`src/rtl/sram_ctrl_pkg.sv`:
```
`timescale 1ns/1ps
package sram_ctrl_pkg;

    typedef enum logic [2:0] {
        ST_IDLE,
        ST_WR_SETUP,
        ST_WR_PULSE,
        ST_WR_HOLD,
        ST_RD_ACCESS,
        ST_RD_TURN
    } ctl_state_e;

    // Cycles needed to cover t_ps at a clock period of clk_ps, never below one.
    function automatic int ncyc(input int t_ps, input int clk_ps);
        int n;
        n = (t_ps + clk_ps - 1) / clk_ps;
        return (n < 1) ? 1 : n;
    endfunction

    function automatic int imax(input int a, input int b);
        return (a > b) ? a : b;
    endfunction

endpackage

```
`src/rtl/sram_phase_timer.sv`:
```
`timescale 1ns/1ps
module sram_phase_timer #(
    parameter int CNT_W = 3
) (
    input  logic             clk,
    input  logic             rst_n,
    input  logic             load,
    input  logic [CNT_W-1:0] load_val,
    output logic             done
);
    logic [CNT_W-1:0] cnt_q;

    always_ff @(posedge clk or negedge rst_n) begin
        if (!rst_n)
            cnt_q <= '0;
        else if (load)
            cnt_q <= load_val;
        else if (cnt_q != '0)
            cnt_q <= cnt_q - 1'b1;
    end

    assign done = (cnt_q == '0);
endmodule

```
`src/rtl/sram_rd_capture.sv`:
```
`timescale 1ns/1ps
module sram_rd_capture #(
    parameter int DATA_W = 8
) (
    input  logic              clk,
    input  logic              rst_n,
    input  logic              strobe,
    input  logic [DATA_W-1:0] din,
    output logic              valid,
    output logic [DATA_W-1:0] data
);
    always_ff @(posedge clk or negedge rst_n) begin
        if (!rst_n) begin
            valid <= 1'b0;
            data  <= '0;
        end else begin
            valid <= strobe;
            if (strobe)
                data <= din;
        end
    end
endmodule

```
`src/rtl/sram_strobe_ctrl.sv`:
```
`timescale 1ns/1ps
module sram_strobe_ctrl
    import sram_ctrl_pkg::*;
#(
    parameter int ADDR_W    = 13,
    parameter int DATA_W    = 8,
    parameter int CLK_PS    = 8000,
    parameter int T_WP_PS   = 12000,
    parameter int T_DW_PS   = 10000,
    parameter int T_AW_PS   = 20000,
    parameter int T_WC_PS   = 25000,
    parameter int T_RC_PS   = 25000,
    parameter int T_AA_PS   = 25000,
    parameter int T_OE_PS   = 9000,
    parameter int T_OHZ_PS  = 9000
) (
    input  logic              clk,
    input  logic              rst_n,
    input  logic              req_valid,
    output logic              req_ready,
    input  logic              req_write,
    input  logic [ADDR_W-1:0] req_addr,
    input  logic [DATA_W-1:0] req_wdata,
    output logic              rd_valid,
    output logic [DATA_W-1:0] rd_data,
    output logic [ADDR_W-1:0] mem_addr,
    output logic              mem_sel_n,
    output logic              mem_sel_hi,
    output logic              mem_we_n,
    output logic              mem_oe_n,
    output logic [DATA_W-1:0] mem_dq_out,
    output logic              mem_dq_drv,
    input  logic [DATA_W-1:0] mem_dq_in
);
    // Phase lengths in clock cycles.
    localparam int N_SU  = 1;
    localparam int N_WP  = imax(imax(ncyc(T_WP_PS, CLK_PS), ncyc(T_DW_PS, CLK_PS)),
                                imax(ncyc(T_AW_PS, CLK_PS) - N_SU, 1));
    localparam int N_WH  = imax(1, ncyc(T_WC_PS, CLK_PS) - N_SU - N_WP);
    localparam int N_RD  = imax(imax(ncyc(T_RC_PS, CLK_PS), ncyc(T_AA_PS, CLK_PS)),
                                ncyc(T_OE_PS, CLK_PS));
    localparam int N_TA  = ncyc(T_OHZ_PS, CLK_PS);
    localparam int N_MAX = imax(imax(N_WP, N_WH), imax(N_RD, N_TA));
    localparam int CNT_W = $clog2(N_MAX + 1);

    ctl_state_e        st_q, st_d;
    logic              tmr_load;
    logic [CNT_W-1:0]  tmr_val;
    logic              tmr_done;
    logic              accept;
    logic              nxt_sel, nxt_we, nxt_oe, nxt_drv;

    assign req_ready = (st_q == ST_IDLE);
    assign accept    = req_valid && req_ready;

    sram_phase_timer #(.CNT_W(CNT_W)) u_timer (
        .clk      (clk),
        .rst_n    (rst_n),
        .load     (tmr_load),
        .load_val (tmr_val),
        .done     (tmr_done)
    );

    sram_rd_capture #(.DATA_W(DATA_W)) u_capture (
        .clk    (clk),
        .rst_n  (rst_n),
        .strobe ((st_q == ST_RD_ACCESS) && tmr_done),
        .din    (mem_dq_in),
        .valid  (rd_valid),
        .data   (rd_data)
    );

    // Next state and phase-timer load.
    always_comb begin
        st_d     = st_q;
        tmr_load = 1'b0;
        tmr_val  = '0;
        unique case (st_q)
            ST_IDLE: begin
                if (req_valid) begin
                    tmr_load = 1'b1;
                    if (req_write) begin
                        st_d    = ST_WR_SETUP;
                        tmr_val = CNT_W'(N_SU - 1);
                    end else begin
                        st_d    = ST_RD_ACCESS;
                        tmr_val = CNT_W'(N_RD - 1);
                    end
                end
            end
            ST_WR_SETUP: begin
                if (tmr_done) begin
                    st_d     = ST_WR_PULSE;
                    tmr_load = 1'b1;
                    tmr_val  = CNT_W'(N_WP - 1);
                end
            end
            ST_WR_PULSE: begin
                if (tmr_done) begin
                    st_d     = ST_WR_HOLD;
                    tmr_load = 1'b1;
                    tmr_val  = CNT_W'(N_WH - 1);
                end
            end
            ST_WR_HOLD: begin
                if (tmr_done)
                    st_d = ST_IDLE;
            end
            ST_RD_ACCESS: begin
                if (tmr_done) begin
                    st_d     = ST_RD_TURN;
                    tmr_load = 1'b1;
                    tmr_val  = CNT_W'(N_TA - 1);
                end
            end
            ST_RD_TURN: begin
                if (tmr_done)
                    st_d = ST_IDLE;
            end
            default: st_d = ST_IDLE;
        endcase
    end

    // State register.
    always_ff @(posedge clk or negedge rst_n) begin
        if (!rst_n)
            st_q <= ST_IDLE;
        else
            st_q <= st_d;
    end

    // Strobe decode of the upcoming state, registered so the pins are glitch free.
    assign nxt_sel = (st_d == ST_WR_SETUP) || (st_d == ST_WR_PULSE) ||
                     (st_d == ST_WR_HOLD)  || (st_d == ST_RD_ACCESS);
    assign nxt_we  = (st_d == ST_WR_PULSE);
    assign nxt_oe  = (st_d == ST_RD_ACCESS);
    assign nxt_drv = (st_d == ST_WR_PULSE) || (st_d == ST_WR_HOLD);

    // Output register.
    always_ff @(posedge clk or negedge rst_n) begin
        if (!rst_n) begin
            mem_sel_n  <= 1'b1;
            mem_sel_hi <= 1'b0;
            mem_we_n   <= 1'b1;
            mem_oe_n   <= 1'b1;
            mem_dq_drv <= 1'b0;
            mem_addr   <= '0;
            mem_dq_out <= '0;
        end else begin
            mem_sel_n  <= !nxt_sel;
            mem_sel_hi <= nxt_sel;
            mem_we_n   <= !nxt_we;
            mem_oe_n   <= !nxt_oe;
            mem_dq_drv <= nxt_drv;
            if (accept) begin
                mem_addr <= req_addr;
                if (req_write)
                    mem_dq_out <= req_wdata;
            end
        end
    end
endmodule


```
`config.mk`:
```
export PLATFORM = sky130hd
export DESIGN_NAME = sram_strobe_ctrl
export DESIGN_NICKNAME = d
export VERILOG_FILES = /design/src/rtl/sram_ctrl_pkg.sv /design/src/rtl/sram_phase_timer.sv /design/src/rtl/sram_rd_capture.sv /design/src/rtl/sram_strobe_ctrl.sv
export SDC_FILE = /design/constraint.sdc
export NUM_CORES = 1
export LEC_CHECK = 0
export ABC_AREA = 1
export ABC_CLOCK_PERIOD_IN_PS = 1900
export CAP_MARGIN = 20
export CELL_PAD_IN_SITES_DETAIL_PLACEMENT = 1
export CELL_PAD_IN_SITES_GLOBAL_PLACEMENT = 1
export CORE_AREA = 5 5 64 78
export DETAILED_ROUTE_END_ITERATION = 10
export DIE_AREA = 0 0 69 83
export DONT_BUFFER_PORTS = 1
export GPL_ROUTABILITY_DRIVEN = 1
export PLACE_DENSITY_LB_ADDON = 0.1
export REMOVE_ABC_BUFFERS = 1
export SLEW_MARGIN = 20
export SYNTH_ARGS = -nofsm -noshare
export SYNTH_HDL_FRONTEND = slang
export SYNTH_SLANG_ARGS = --single-unit
export TNS_END_PERCENT = 1
```
`constraint.sdc`:
```
create_clock -name clk -period 1.9 [get_ports clk]
set_clock_uncertainty 0.2 [all_clocks]
set_input_delay 0.38 -clock clk [delete_from_list [all_inputs] [get_ports clk]]
set_output_delay 0.38 -clock clk [all_outputs]
set_load 0.02 [all_outputs]
```
==> run summary, run 1 <==
The number of synthesized flops with an enable pin is 0. The post-route minimum period is 1.81 ns. For this run, the total global-route usage over all layers was measured as 0.155. Clock tree synthesis found a total of 41 sinks. The tree is rooted in a sky130_fd_sc_hd__clkbuf_8. The topmost layer with routed signal wires is met4.

The worst hold path belongs to the class input port to flip-flop. The number of design rule violations left after detail routing is 0. The analysis attributes to cell leakage a power of 1.15 nW. Based on the critical path, the design can be clocked at up to 552 MHz. The number of max-slew violations in the final report is 0. The xor/xnor cell area share of the yosys netlist is 0.00501.

In the synthesized netlist, the cells that appear most often are sky130_fd_sc_hd__nand2_1 (99), sky130_fd_sc_hd__dfrtp_1 (38), sky130_fd_sc_hd__inv_1 (17), sky130_fd_sc_hd__nor2_1 (6), sky130_fd_sc_hd__nand3_1 (4). At the worst endpoint, the arrival time is 1.23 ns. The transition time at the pin with the least slew margin is 0.268 ns. The highest-delay cell along the critical path is sky130_fd_sc_hd__dfrtp_1. The post-layout net count came out at 248. The chip width is 69 µm. The number of antenna violations at the first check in global routing came out at 0. The area enclosed by the die boundary is 5730 µm². The number of nets still failing antenna checks after routing is 0. Dividing the detail-routed wire length by the instance count gives 15.4 µm.

The gate count after technology mapping is 193. The total negative slack is 0 ns. sky130_fd_sc_hd__dfrtp_1 takes more of the synthesized area than any other cell. The core area is 4160 µm². The clock-pin slew on the worst setup and hold paths is 0.08 ns. The post-route met1 wirelength is 1500 µm. The placer's final routability congestion estimate came out at 0.709. The final wirelength came out at 4150 µm. The tool flagged a number of max-cap violations equal to 0. The starting density of the core is 0.420.

Summing every instance area after synthesis gives 1750 µm². The number of iterations in the first detailed-routing pass is 4. The run finished with clean final reports. Clock latency on the worst-skew pair, taken at its later pin, is 0.29 ns. Data on the critical path is required at its endpoint by 1.32 ns. By startpoint and endpoint, the worst setup path is classified as flip-flop to output port. The worst slew slack as a fraction of its limit came out at 0.821.

The final-report setup violation count came out at 0. The mean instance size in the synthesized netlist is 9.06 µm². The wire length on met3 came out at 392 µm.

The synthesized-area fraction occupied by adder cells is 0.0143. The maximum VDD drop came out at 0.788 mV. The wire length of the first global-routing pass came out at 7160 µm. STA classifies the critical path startpoint as a flip-flop. The yosys synthesis warning count came out at 0. The critical path goes through nor2_4 -> nand2_4 -> inv_1. The area fraction of the dominant cell type after synthesis came out at 0.544. Measured on the finished design, the core utilization comes to 0.506.

Detailed routing inserted a total of 1289 vias. The met2 wire length came out at 2220 µm. Of all nets on the critical path, the largest fanout is 6. The placed wire-length estimate after detailed placement came out at 3080 µm. Among all flip-flop cells after synthesis, the most frequent one is sky130_fd_sc_hd__dfrtp_1. The via count of the first global-routing pass is 1464. Sorting the synthesized cells by area gives the leading types as sky130_fd_sc_hd__dfrtp_1 (54%), sky130_fd_sc_hd__nand2_1 (21%), sky130_fd_sc_hd__dfstp_2 (4.5%). STA classifies the critical path endpoint as an output port.

The total congestion overflow is 0. The multiplexer share of the synthesized area came out at 0. The post-place instance area is 1820 µm². The cell with the most instances after synthesis is sky130_fd_sc_hd__nand2_1. In this run, CTS created clock tree buffers numbering 5. The design area is 2110 µm². Setup repair after global routing left no endpoint under its margin. The final count of hold timing violations came out at 0. The area added between synthesis and finish came out at 20.4%.

For this run, the register share of the synthesized area comes to 0.589. The synthesis-stage register bit count is 41. The fraction of the mapped netlist area in compound gates came to 0.0100. In this run the tool buffered the top-level ports with 0 buffer cells.

The fraction of final layout cells sized beyond drive strength 1 is 0.140. The netlist uses 23 different library cells. The basic-gate share of the synthesized area counting and, or, nand and nor cells came out at 0.333. The post-CTS setup buffer count is 0.

The violation count after the first detailed-routing iteration came out at 31. The row count came out at 26. The power density over the cells is 1900 nW/µm².

The combinational family with the most area after synthesis is simple AND/OR/NAND/NOR gates. The H-tree generated during clock tree synthesis spans 2 levels. The antenna cell count came out at 0. The die outline height came out at 83 µm. The largest net degree at the start of global routing came out at 42.

The maximum root-to-sink buffer count is 2. The final cycle utilization of the critical path came out at 0.954. The number of top-level pins is 69. The delay of the slowest cell on the worst path is 0.47 ns. The clock tree from TritonCTS is yes. After detailed routing, the number of vias per cell comes to 4.77. The proportion of register bits with asynchronous set or reset after synthesis is 1.00.
per-layer routing:
| layer | vias up | track usage |
|---|---|---|
| met2 | 51 | 0.280 |
| met5 | - | 0 |
| met4 | 0 | 0.0373 |
| met1 | 612 | 0.163 |
| met3 | 5 | 0.0676 |
| li1 | 621 | - |
flip-flops by register name, summed over array words and instances, names as in the netlist, 3 cells and up:
| name | flops |
|---|---|
| mem_addr | 13 |
| st_q | 3 |
| u_capture.data | 8 |
| u_timer.cnt_q | 3 |
| mem_dq_out | 8 |
metrics by stage:
stage / hold slack (ns) / instances / setup WS [ns] / power, mW
floorplan: -0.116 / 191 / 0.340 / 2.85
global placement: -0.114 / 249 / 0.253 / 3.10
detailed placement: -0.114 / 249 / 0.139 / 3.20
CTS: 0.000481 / 268 / 0.0379 / 4.08
global route: 0.00271 / 270 / 0.00729 / 4.34
finish: 0.00417 / 270 / 0.0883 / 4.01
where the power goes:
group | internal, mW | leakage (nW) | switching [mW]
combinational | 0.410 | 0.579 | 0.750
clock | 0.529 | 0.0687 | 0.296
sequential | 1.30 | 0.502 | 0.723
path summary, 6_finish.rpt:
check,startpoint,endpoint,slack (ns),cells past startpoint
worst max-delay path,st_q[2],req_ready,0.09,3
worst min register to register,u_timer.cnt_q[2],u_timer.cnt_q[2],0.40,3
max in group asynchronous,rst_n,mem_we_n,0.85,2
min in group asynchronous,rst_n,mem_addr[1],0.37,2
worst min-delay path,req_wdata[5],mem_dq_out[5],0.004,2
worst max register to register,u_timer.cnt_q[0],u_capture.data[2],0.13,8
worst max-delay path, delay by kind of cell (launching register included):
family,cells,cell delay (ns)
buffers and inverters,1,0.18
DFF,1,0.47
and+or+nand+nor,2,0.30
logic make-up after synthesis:
| kind of cell | after synthesis |
|---|---|
| AO/OA/AOI/OAI | 3 |
| XOR/XNOR | 1 |
| adder cells (fa/ha/maj) | 2 |
| buffers and inverters | 22 |
| flip-flops | 41 |
| AND/OR/NAND/NOR | 124 |
area by class of cell:
type | count | area (µm²)
Sequential cell | 41 | 1030
Multi-Input combinational cell | 130 | 634
Fill cell | 486 | 2060
Tap cell | 56 | 70.1
Timing Repair Buffer | 15 | 155
Clock buffer | 5 | 68.8
Inverter | 20 | 78.8
Clock inverter | 3 | 68.8
placed cells by master (no fill, tap or decap), drive strengths merged, types with 3 or more instances in the layout:
| cell type | n |
|---|---|
| nand2 | 104 |
| dfrtp | 38 |
| inv | 20 |
| dlygate4sd3 | 12 |
| nor2 | 8 |
| nand3 | 7 |
| clkbuf | 5 |
| nand4 | 4 |
| dfstp | 3 |
| buf | 3 |
what timing repair did:
item	CTS	global route
endpoints found under the setup margin	0	8
endpoints found under the hold margin	50	2
hold buffers	11	2
gates resized for setup	0	2
Power figures use the tool's default switching activity.
==> run 2, diff against run 1 <==
Settings changed: CORE_AREA 5 5 64 78 to 2 2 61 75, DIE_AREA 0 0 69 83 to 0 0 63 77.
==> run 2 against run 1 <==
Register-to-register slack better by 0.03 ns. Maximum frequency is 0.30% lower. Via count is 0.16% higher. Highest routed layer unchanged.
==> run summary, run 2 (synthesis gave the netlist of run 1 again) <==
The min-delay analysis places its worst path in the category input port to flip-flop. The largest net degree at the start of global routing is 42. The number of maximum-capacitance constraint violations came out at 0. The maximum root-to-sink buffer count is 2.

The number of fillers in the final layout is 493. The row count came out at 26. The area added between synthesis and finish came out at 16.6%. In the final layout, the registers with the most flip-flops are mem_addr x13, mem_dq_out x8, u_capture.data x8. In the global route stage, overall resource usage came out at 0.180. The H-tree was split into 2 levels.

For this block, wires on met1 add up to 1490 µm. 0 antenna diodes ended up in the layout. The required time of the worst setup path came out at 1.32 ns. The internal power of the cells totals 1.98 mW.

The chip width is 63 µm. Summed over all layers, the routed wires come to 4040 µm. The final count of hold timing violations is 0.

TritonCTS built the clock tree. The number of nets still failing antenna checks after routing is 0. The number of iterations in the first detailed-routing pass is 3. STA classifies the critical path endpoint as an output port. The routed design uses 322 µm of met3 wire.

The final cycle utilization of the critical path came out at 0.956. The type of origin of the critical path is a flip-flop. The number of max-slew violations in the final report was 0. The data arrival time of the critical path is 1.24 ns. The worst slew slack as a fraction of its limit is 0.822. The via count is 1291. The flow ran to the end, and the final reports show no timing, DRC or antenna violations. The part of the power in combinational logic came out at 0.317. The number of clock buffers inserted by TritonCTS is 5.

69 I/O pins were placed. The library cell used most frequently in the layout, excluding fill and tap cells, is sky130_fd_sc_hd__nand2_1. The flip-flop count of the largest register, all copies and words added came out at 13.

After detailed routing, the average wire length per cell comes to 15.2 µm. The clock power share is 0.143. Setup total negative slack on the finished layout was measured at 0 ns.

The post-route minimum period is 1.82 ns. Summing all multi-input logic gate instances after layout gives 648 µm². Setup repair after global routing left no endpoint under its margin. The transition time at the pin with the least slew margin is 0.266 ns. The total congestion overflow came out at 0. The root buffer cell chosen for the clock tree is sky130_fd_sc_hd__clkbuf_8. Summed over all cells, the static leakage comes to 1.11 nW. The initial utilization of the core area, before any placement, comes to 0.423. The via density per instance is 4.85. The sequential cell area in the final layout came out at 1030 µm².

Routability-driven placement finished with a final weighted congestion of 0.838. The top cell types in the final layout, fill and taps aside, are sky130_fd_sc_hd__nand2_1 (99), sky130_fd_sc_hd__dfrtp_1 (36), sky130_fd_sc_hd__inv_1 (16). Measured on the finished design, the core utilization comes to 0.494. The violation count after the first detailed-routing iteration came out at 18. In the routed design, unresolved DRC markers number 0. The placed wire-length estimate after detailed placement is 2950 µm.

The routed design uses 2180 µm of met2 wire. The die is 77 µm tall. After clock tree synthesis, the clock-pin slew on the worst setup and hold paths is 0.07 ns. In the final design database the tool counted 245 nets. The number of sinks driven by the clock tree came out at 41. The via count of the first global-routing pass came out at 1419. The number of I/O port buffers came out at 0. The highest metal layer carrying signal wires in the routed design is met4. The number of antenna violations at the first check in global routing came out at 0. The latest clock arrival within the worst-skew pair is 0.29 ns. mem_addr holds more flip-flops than any other register. Of the total power, the share spent switching nets is 0.475. The maximum VDD drop came out at 0.720 mV. For this design the total switching power over the nets is 1.79 mW. The final-report setup violation count came out at 0.

After floorplanning, the core was sized to cover 4130 µm². The power density over the cells came out at 1850 nW/µm². The critical path in this run is classified as flip-flop to output port. The maximum achievable frequency came out at 550 MHz.

The area enclosed by the die boundary came out at 4850 µm². The largest fanout on the critical path is 6. The fraction of final layout cells sized beyond drive strength 1 came out at 0.148. The part of the total power dissipated in sequential elements is 0.540. The first global-routing pass estimated 6760 µm of wire.
-- run 2: cell types whose count changed in the layout (fill, tap and decap cells not counted), moves of 2 or more --
| cell | delta |
|---|---|
| sky130_fd_sc_hd__bufinv_16 | -2 |
| sky130_fd_sc_hd__dfrtp_1 | -2 |
| sky130_fd_sc_hd__dfrtp_2 | +2 |
| sky130_fd_sc_hd__dlygate4sd3_1 | -3 |
-- run 2: area by class of cell --
cell class,instances,share of cell area
Timing Repair Buffer,12,0.0613
Clock inverter,1,0.00429
Sequential cell,41,0.506
Multi-Input combinational cell,130,0.318
Tap cell,56,0.0344
Inverter,20,0.0405
Clock buffer,6,0.0356
-- run 2: what timing repair did --
action	CTS	global route
resized for setup	0	6
endpoints found under the hold margin	49	0
buffers inserted	0	0
hold buffers	10	0
setup endpoints to repair	0	11
-- run 2: worst paths after layout --
path | startpoint | end | slack (ns) | depth (start not counted)
max in group asynchronous | rst_n | mem_sel_n | 0.89 | 2
min | req_addr[5] | mem_addr[5] | 0.009 | 2
min reg2reg | u_timer.cnt_q[2] | u_timer.cnt_q[2] | 0.39 | 3
max | st_q[2] | req_ready | 0.08 | 3
max reg2reg | u_timer.cnt_q[0] | mem_sel_hi | 0.16 | 9
min in group asynchronous | rst_n | mem_dq_drv | 0.35 | 2
-- run 2: metal layers --
metal  up-vias  track usage
li1        611            -
met1       624        0.192
met2        49        0.328
met3         7       0.0601
met4         0       0.0600
met5         -            0
-- run 2: stage by stage --
step,cells,setup WS [ns],instance area (µm²),hold WS [ns],power (mW)
after global placement,249,0.183,1820,-0.114,3.09
final,266,0.0828,2040,0.00882,3.77
after detailed placement,249,0.111,1820,-0.115,3.20
after CTS,266,0.0225,2020,0.000784,3.80
after global routing,266,0.0262,2040,0.00154,4.06
after floorplan,191,0.340,1740,-0.116,2.85
-- run 2: power by group through the flow --
stage               sequential (mW)  combinational (mW)  clock [mW]
finish                         2.03                1.19       0.539
global route                   2.09                1.37       0.600
CTS                            2.03                1.21       0.563
detailed placement             2.04                1.16           0
global placement               2.03                1.06           0
floorplan                      1.95               0.907           0
-- run 2: critical path: stages (launching register included) --
cell                      delay [ns]
sky130_fd_sc_hd__dfrtp_2        0.48
sky130_fd_sc_hd__nor2_4         0.21
sky130_fd_sc_hd__nand2_4        0.10
sky130_fd_sc_hd__inv_1          0.17
==> run 3, diff against run 2 <==
--- a/constraint.sdc
+++ b/constraint.sdc
@@ -4,2 +4,2 @@
 set_output_delay 0.38 -clock clk [all_outputs]
-set_load 0.02 [all_outputs]
+set_load 0.005 [all_outputs]
==> run 3 against run 2 <==
First-iteration DRC count fell by 44%. Flip-flop and latch count is the same. Critical path depth did not move. Setup slack improved by 0.026 ns. Sequential share of layout area is essentially flat. Via count increased by 0.39%. Clock-buffer cell count is the same. Clock power about the same. Critical endpoint unchanged. Highest routed layer unchanged.
==> run summary, run 3 (synthesis gave the netlist of run 1 again) <==
TritonCTS built the clock tree. The register-to-register setup slack came out at 0.17 ns. The area added between synthesis and finish is 16.2%. The detail route stage leaves a number of antenna-violating nets equal to 0. The core area is 4130 µm².

The floorplan step set the die width to 63 µm. The switching part of the total is 0.411. Of the total power, combinational logic draws 0.352. The final cycle utilization of the critical path is 0.943. The detailed router placed 1296 vias in this run. The type of origin of the critical path is a flip-flop. The final count of hold timing violations is 0. The post-layout total power is 3.35 mW. The final wirelength came out at 4060 µm.

The part of the total power dissipated in sequential elements is 0.487. The via density per instance came out at 4.87. Setup repair after global routing left no endpoint under its margin. The register with the most flip-flops in the layout has 13 of them.

The utilization after layout is 0.492. The most critical setup path has its startpoint at st_q[2]. The first global-routing pass estimated 6760 µm of wire. Counting every sink on the clock net gives 41. The worst register-to-register path ends at mem_sel_hi. The share of total power dissipated in the clock network is 0.161.

The number of antenna violations at the first check in global routing came out at 0. In this run the count of I/O pins placed on the die edge is 69. The number of max-slew violations in the final report is 0.

The internal power of the cells is 1.97 mW. The number of clock buffers inserted by TritonCTS came out at 5. STA classifies the critical path endpoint as an output port. The startpoint of the most critical register-to-register path is u_timer.cnt_q[0]. The library cell used most frequently in the layout, excluding fill and tap cells, is sky130_fd_sc_hd__nand2_1. The row count is 26. The static power due to leakage is 1.11 nW.

The maximum root-to-sink buffer count is 2. The root buffer cell is sky130_fd_sc_hd__clkbuf_8. The fraction of final layout cells sized beyond drive strength 1 is 0.133. The net switching power came out at 1.37 mW. The critical path is of the flip-flop to output port type.

The violation count after the first detailed-routing iteration is 10. In the final layout, the registers with the most flip-flops are mem_addr x13, mem_dq_out x8, u_capture.data x8. The congestion estimate from routability-driven global placement came to 0.838.

The clock-pin slew on the worst setup and hold paths came out at 0.07 ns. In this run the tool buffered the top-level ports with 0 buffer cells. The floorplan step set the die height to 77 µm.

The last element of the critical path is req_ready. The starting density of the core is 0.423. The final hold slack is 0.00863 ns. The run finished with clean final reports. The maximum VDD drop is 0.606 mV. Including well taps, the total number of placed cells is 249. The maximum achievable frequency is 558 MHz. The worst min-delay path class is input port to flip-flop.

Along the worst path, the maximum fanout reaches 6. The via count of the first global-routing pass came out at 1419. The non-filler instance count after layout is 266. The data arrival time of the critical path came out at 1.21 ns. The antenna cell count is 0.

The area enclosed by the die boundary is 4850 µm². The wire length per cell after detailed routing is 15.3 µm. The total track usage is 0.180. Ranked by flip-flop count, first place goes to mem_addr. The final-report setup violation count is 0. The number of maximum-capacitance constraint violations came out at 0. In the final design database the tool counted 245 nets.

After detailed routing, the number of remaining DRC violations is 0. The placed wire-length estimate after detailed placement came out at 2950 µm. The latest clock arrival within the worst-skew pair came out at 0.29 ns. The total congestion overflow came out at 0. The post-route minimum period came out at 1.79 ns. Leaving out fill and tap cells, the most frequent cells in the layout are sky130_fd_sc_hd__nand2_1 (99), sky130_fd_sc_hd__dfrtp_1 (38), sky130_fd_sc_hd__inv_1 (17). The H-tree depth came out at 2. The total negative slack is 0 ns. The worst slew slack as a fraction of its limit came out at 0.770.

The first detailed-routing pass ran for 3 iterations. The largest net degree at the start of global routing came out at 42. At the pin with the least slew margin, the transition time is 0.345 ns. The required time of the worst setup path is 1.32 ns. The worst reg-to-reg path cell count came out at 9. The power density over the cells came out at 1650 nW/µm².
-- run 3: worst min-delay path by stage --
stage	cells after the start	to	startpoint	slack [ns]
after floorplan	0	mem_addr[0]	rst_n	-0.12
after global placement	0	mem_addr[12]	rst_n	-0.11
after detailed placement	0	mem_addr[12]	rst_n	-0.11
after CTS	2	mem_dq_out[2]	req_wdata[2]	0.0008
after global routing	2	mem_addr[5]	req_addr[5]	0.001
final	2	u_capture.data[5]	mem_dq_in[5]	0.009
-- run 3: layer usage --
| metal | routed length, µm | GRT usage | vias up |
|---|---|---|---|
| li1 | - | - | 612 |
| met1 | 1480 | 0.192 | 628 |
| met2 | 2190 | 0.328 | 49 |
| met3 | 324 | 0.0601 | 7 |
| met4 | 56 | 0.0600 | 0 |
| met5 | 0 | 0 | - |
-- run 3: repair_timing --
action	in CTS	in global routing
endpoints found under the hold margin	49	0
hold buffers	10	0
buffers inserted	0	0
setup endpoints to repair	0	10
resized for setup	0	3
-- run 3: cell type report --
cell class                 instances  area [µm²]
clock buffer                       6        72.6
clock inverter                     1        8.76
fill                             491        2100
inverter                          20        78.8
multi-input combinational        130         648
sequential                        41        1030
tap                               56        70.1
timing repair buffer              12         125
-- run 3: power groups by stage --
stage	logic, mW	clock network [mW]	registers, mW
6_report	1.18	0.537	1.63
5_1_grt	1.36	0.600	1.69
4_1_cts	1.19	0.563	1.64
3_5_place_dp	1.14	0	1.65
3_3_place_gp	1.04	0	1.64
2_1_floorplan	0.893	0	1.55
-- run 3: per-stage QoR --
step | area, µm² | worst slack, ns
after floorplan | 1740 | 0.340
after global placement | 1820 | 0.183
after detailed placement | 1820 | 0.111
after CTS | 2020 | 0.0772
after global routing | 2030 | 0.0263
final | 2030 | 0.109
-- run 3: worst max-delay path: stages, from the launching register on --
cell and delay (ns):
sky130_fd_sc_hd__dfrtp_1 0.49, sky130_fd_sc_hd__nor2_4 0.25, sky130_fd_sc_hd__nand2_4 0.10, sky130_fd_sc_hd__inv_1 0.09
